`src/rtl/cced_pkg.sv`:
```
package cced_pkg;
    localparam int PH_W  = 3;
    localparam int EXT_W = PH_W + 1;   // phase bits plus output bit
    localparam int CLR_W = 2;
    localparam int KEY_W = CLR_W + 1;

    typedef enum logic [PH_W-1:0] {
        PH0 = 3'd0, PH1 = 3'd1, PH2 = 3'd2, PH3 = 3'd3,
        PH4 = 3'd4, PH5 = 3'd5, PH6 = 3'd6, PH7 = 3'd7
    } phase_e;

    // Colour of an extended state {out, phase}; a single flipped bit
    // always changes the colour.
    function automatic logic [CLR_W-1:0] colour_of(input logic [EXT_W-1:0] ext);
        return {ext[1], ext[0] ^ ext[2] ^ ext[3]};
    endfunction

    localparam logic [CLR_W-1:0] RST_CLR = colour_of(EXT_W'(0));
endpackage

```
`src/rtl/cced_stuck.sv`:
```
module cced_stuck #(
    parameter int W = 4
) (
    input  logic [W-1:0] line_i,
    input  logic [W-1:0] frc_en,
    input  logic [W-1:0] frc_val,
    output logic [W-1:0] line_o
);
    for (genvar b = 0; b < W; b++) begin : g_bit
        assign line_o[b] = frc_en[b] ? frc_val[b] : line_i[b];
    end
endmodule

```
`src/rtl/cced_fsm.sv`:
```
module cced_fsm
    import cced_pkg::*;
(
    input  logic             clk,
    input  logic             rst,
    input  logic             adv_i,
    input  logic [EXT_W-1:0] frc_en,
    input  logic [EXT_W-1:0] frc_val,
    output phase_e           phase_q,
    output logic             out_q,
    output logic [EXT_W-1:0] nxt_ext
);
    phase_e           phase_n;
    logic             out_n;
    logic [EXT_W-1:0] d_ext;

    always_comb begin
        phase_n = phase_q;
        unique case (phase_q)
            PH0: if (adv_i) phase_n = PH1;
            PH1: if (adv_i) phase_n = PH2;
            PH2: if (adv_i) phase_n = PH3;
            PH3: if (adv_i) phase_n = PH4;
            PH4: if (adv_i) phase_n = PH5;
            PH5: if (adv_i) phase_n = PH6;
            PH6: if (adv_i) phase_n = PH7;
            PH7: if (adv_i) phase_n = PH0;
        endcase
    end

    always_comb out_n = phase_n inside {PH4, PH5, PH6, PH7};

    assign nxt_ext = {out_n, phase_n};

    // fault hooks sit on the D inputs, after the tap used by the key
    cced_stuck #(.W(EXT_W)) u_dstk (
        .line_i  (nxt_ext),
        .frc_en  (frc_en),
        .frc_val (frc_val),
        .line_o  (d_ext)
    );

    always_ff @(posedge clk) begin
        if (rst) phase_q <= PH0;
        else     phase_q <= phase_e'(d_ext[PH_W-1:0]);
    end

    always_ff @(posedge clk) begin
        if (rst) out_q <= 1'b0;
        else     out_q <= d_ext[EXT_W-1];
    end
endmodule

```
`src/rtl/cced_keygen.sv`:
```
module cced_keygen
    import cced_pkg::*;
(
    input  logic [EXT_W-1:0] ps_ext,
    input  logic             ns_bit0,
    input  logic [KEY_W-1:0] frc_en,
    input  logic [KEY_W-1:0] frc_val,
    output logic [KEY_W-1:0] key_o
);
    logic [KEY_W-1:0] key_raw;

    // bit 0 shared with the next-state logic: next colour bit 0 equals
    // next phase bit 0 whenever output tracks phase bit 2
    assign key_raw = {colour_of(ps_ext), ns_bit0};

    cced_stuck #(.W(KEY_W)) u_kstk (
        .line_i  (key_raw),
        .frc_en  (frc_en),
        .frc_val (frc_val),
        .line_o  (key_o)
    );
endmodule

```
`src/rtl/cced_decoder.sv`:
```
module cced_decoder
    import cced_pkg::*;
(
    input  logic             clk,
    input  logic             rst,
    input  logic [KEY_W-1:0] key_i,
    output logic [CLR_W-1:0] exp_q,
    output logic             err_q
);
    logic             key_ok;
    logic [CLR_W-1:0] exp_n;

    assign key_ok = (key_i[KEY_W-1:1] == exp_q);

    always_comb begin
        exp_n = exp_q;
        if (key_ok && (key_i[0] != exp_q[0]))
            exp_n = exp_q + 1'b1;
    end

    always_ff @(posedge clk) begin
        if (rst) begin
            exp_q <= RST_CLR;
            err_q <= 1'b0;
        end else begin
            exp_q <= exp_n;
            if (!key_ok) err_q <= 1'b1;
        end
    end
endmodule

```
`src/rtl/cced_top.sv`:
```
module cced_top
    import cced_pkg::*;
(
    input  logic       clk,
    input  logic       rst,
    input  logic       adv_i,
    input  logic [3:0] ns_force_en,
    input  logic [3:0] ns_force_val,
    input  logic [2:0] key_force_en,
    input  logic [2:0] key_force_val,
    output logic [2:0] phase_o,
    output logic       out_o,
    output logic       err_o
);
    phase_e           phase_q;
    logic             out_q;
    logic [EXT_W-1:0] nxt_ext;
    logic [KEY_W-1:0] key_w;
    logic [CLR_W-1:0] exp_clr;

    cced_fsm u_fsm (
        .clk     (clk),
        .rst     (rst),
        .adv_i   (adv_i),
        .frc_en  (ns_force_en),
        .frc_val (ns_force_val),
        .phase_q (phase_q),
        .out_q   (out_q),
        .nxt_ext (nxt_ext)
    );

    cced_keygen u_key (
        .ps_ext  ({out_q, phase_q}),
        .ns_bit0 (nxt_ext[0]),
        .frc_en  (key_force_en),
        .frc_val (key_force_val),
        .key_o   (key_w)
    );

    cced_decoder u_dec (
        .clk   (clk),
        .rst   (rst),
        .key_i (key_w),
        .exp_q (exp_clr),
        .err_q (err_o)
    );

    assign phase_o = phase_q;
    assign out_o   = out_q;
endmodule

```
`config.mk`:
```
export PLATFORM = sky130hd
export DESIGN_NAME = cced_top
export DESIGN_NICKNAME = d
export VERILOG_FILES = /design/src/rtl/cced_pkg.sv /design/src/rtl/cced_stuck.sv /design/src/rtl/cced_fsm.sv /design/src/rtl/cced_keygen.sv /design/src/rtl/cced_decoder.sv /design/src/rtl/cced_top.sv
export SDC_FILE = /design/constraint.sdc
export NUM_CORES = 1
export LEC_CHECK = 0
export ABC_AREA = 1
export BUFFER_PORTS_ARGS = -buffer_cell sky130_fd_sc_hd__buf_2
export CAP_MARGIN = 30
export CORE_AREA = 2 2 39 41
export DETAILED_ROUTE_END_ITERATION = 12
export DIE_AREA = 0 0 41 43
export PLACE_DENSITY = 0.72
export SLEW_MARGIN = 30
export SYNTH_ARGS = -nofsm -noshare
export SYNTH_HDL_FRONTEND = slang
export SYNTH_HIERARCHICAL = 1
export SYNTH_SLANG_ARGS = --single-unit
export TNS_END_PERCENT = 5
```
`constraint.sdc`:
```
create_clock -name clk -period 3 [get_ports clk]
set_input_delay 0.6 -clock clk [delete_from_list [all_inputs] [get_ports clk]]
set_output_delay 0.6 -clock clk [all_outputs]
set_load 0.05 [all_outputs]
```
==> flow_metrics.py <==
metrics = {
    "floorplanning": {
        "die_h_um": 43,
        "num_io_pins": 22,
        "core_um2": 1380,
        "die_w_um": 41,
        "start_util_pct": 34.7,
        "die_area_um2": 1760,
        "rows": 14,
    },
    "min_path": {
        "holdCritPathClass": "register to register",
    },
    "setup_path": {
        "slowest_stage": "dfxtp_1",
        "critPathMaxStageDelay_ns": 0.47,
        "worstSetupPathType": "register to output pin",
        "start_kind": "register",
        "cp_top_family": "flip-flops",
        "required_ns": 2.40,
        "critPathBufInv": 1,
        "crit_path_max_fanout": 8,
        "endpoint_kind": "output pin",
        "crit_chain": "buf_2",
        "arrival_ns": 1.04,
    },
    "layout": {
        "drive_gt1_share_pct": 27.4,
        "n_antenna_cell": 0,
        "nNetsFinal": 131,
        "final_cell_area_um2": 632,
        "instances_no_fill": 129,
        "area_delta_synth_final_pct": 31.5,
        "fill_cells": 157,
    },
    "run_status": {
        "outcome": "finished clean",
    },
    "clock_network": {
        "cts_buffers": 3,
        "post_cts_buffers": 0,
        "h-tree-depth": 1,
        "path_clk_slew_ns": 0.05,
        "clk_latency_ns": 0.25,
        "post_cts_resized": 0,
        "cts_tree": "done",
        "clock-root-buffer": "clkbuf_4",
        "cts_hold_buffers": 0,
        "clk_path_buf_depth": 2,
        "clock-sinks": 7,
    },
    "timing": {
        "timing.final.crit_period_ns": 1.64,
        "fin_crit_sh_pct": 54.7,
        "max_clock_freq_ghz": 0.609,
        "fin_tns_setup_ns": 0,
        "maxSlewHeadroom_pct": 82.1,
        "rsz0062_at_grt": "no",
        "slew_violations": 0,
        "setup_viol": 0,
        "finClkSkew_ns": 0.00396,
        "worstMarginPinSlew_ns": 0.268,
        "setup_ws_ns": 1.36,
        "hold_viol": 0,
    },
    "detailed_routing": {
        "ant_nets": 0,
        "vias_per_cell": 4.16,
        "drc": 0,
        "drt-pass1-iter-count": 4,
        "wl_per_cell_um": 7.29,
        "finalWirelength_um": 940,
        "drt_iter0_drc": 4,
        "vias": 536,
    },
    "placement": {
        "post-place-cells": 125,
        "dp_hpwl_um": 766,
        "place_area_um2": 606,
        "gp_congestion": 0.699,
        "io_buffers": 21,
        "pre_cts_slack_ns": 1.50,
    },
    "yosys": {
        "syn_nets": 105,
        "ys_warn_count": 6,
        "synthesis.area_um2": 480,
        "avgSynthCellArea_um2": 5.46,
        "syn_inst": 88,
    },
    "global_routing": {
        "antenna_found_initial": 0,
        "grtUsageTotal_pct": 12.5,
        "grt_overflow": 0,
        "grt_pass1_vias": 418,
        "grt_pass1_wl_mm": 1.49,
        "grt_max_degree": 9,
    },
    "flow_run": {
        "max_cap_violations": 0,
    },
    "pwr": {
        "vdd_drop_max_v": 0.000198,
        "power_density_nw_per_um2": 428,
        "p_leak_nw": 0.401,
    },
}
[where the power goes]
group / total (mW) / internal, mW / switching (mW)
clock network: 0.0845 / 0.0507 / 0.0338
registers: 0.108 / 0.100 / 0.00707
logic: 0.0783 / 0.0275 / 0.0508
[per-stage QoR]
step / utilization (%) / hold slack [ns] / total power [mW]
3_5_place_dp: 43.8 / 0.465 / 0.188
2_1_floorplan: - / 0.457 / 0.164
3_3_place_gp: 43.8 / 0.441 / 0.186
6_report: 45.7 / 0.462 / 0.270
4_1_cts: 45.7 / 0.479 / 0.275
5_1_grt: 45.7 / 0.513 / 0.290
[state kept, by name, indices dropped and copies added, names as in the netlist]
signal and cells:
u_dec/err_q 1, u_fsm/phase_q 3, u_fsm/out_q 1, u_dec/exp_q 2
[tightest hold or removal path: cells and delay by family, from the launching register on]
| family | cells | cell delay, ns |
|---|---|---|
| flip-flops | 1 | 0.33 |
| AO/OA/AOI/OAI | 1 | 0.07 |
| buffers and inverters | 1 | 0.04 |
[metal layers]
layer | share of wire [%] | global-route usage, %
met1 | 48 | 13.9
met5 | 0 | 0
met4 | 0 | 8.00
met2 | 46 | 19.7
met3 | 5.4 | 3.14
[path summary, 6_finish.rpt]
path,slack [ns],depth (start not counted),to,startpoint
worst max-delay path,1.36,1,phase_o[0],u_fsm/phase_q[0]$_SDFF_PP0_
worst min-delay path,0.46,2,u_dec/err_q$_SDFFE_PP0P_,u_dec/err_q$_SDFFE_PP0P_
worst min register to register,0.46,2,u_dec/err_q$_SDFFE_PP0P_,u_dec/err_q$_SDFFE_PP0P_
worst max register to register,1.61,11,u_dec/err_q$_SDFFE_PP0P_,u_fsm/phase_q[0]$_SDFF_PP0_
[area by class of cell]
class / count / area [um2] / share of cell area [%]
clock buffer: 4 / 26.3 / 4.16
multi-input combinational: 58 / 254 / 40.2
tap: 16 / 20.0 / 3.17
timing repair buffer: 21 / 105 / 16.6
sequential: 7 / 140 / 22.2
inverter: 23 / 86.3 / 13.7
[cell usage in the layout (no fill, tap or decap), drive strengths merged]
cell type,n
nand3,4
nand4,1
or2,1
buf,21
a21oi,1
dfxtp,7
nor3,2
xor2,1
nand2,41
o21ai,1
nor2,6
clkbuf,4
inv,23
(Power assumes the default switching activity.)
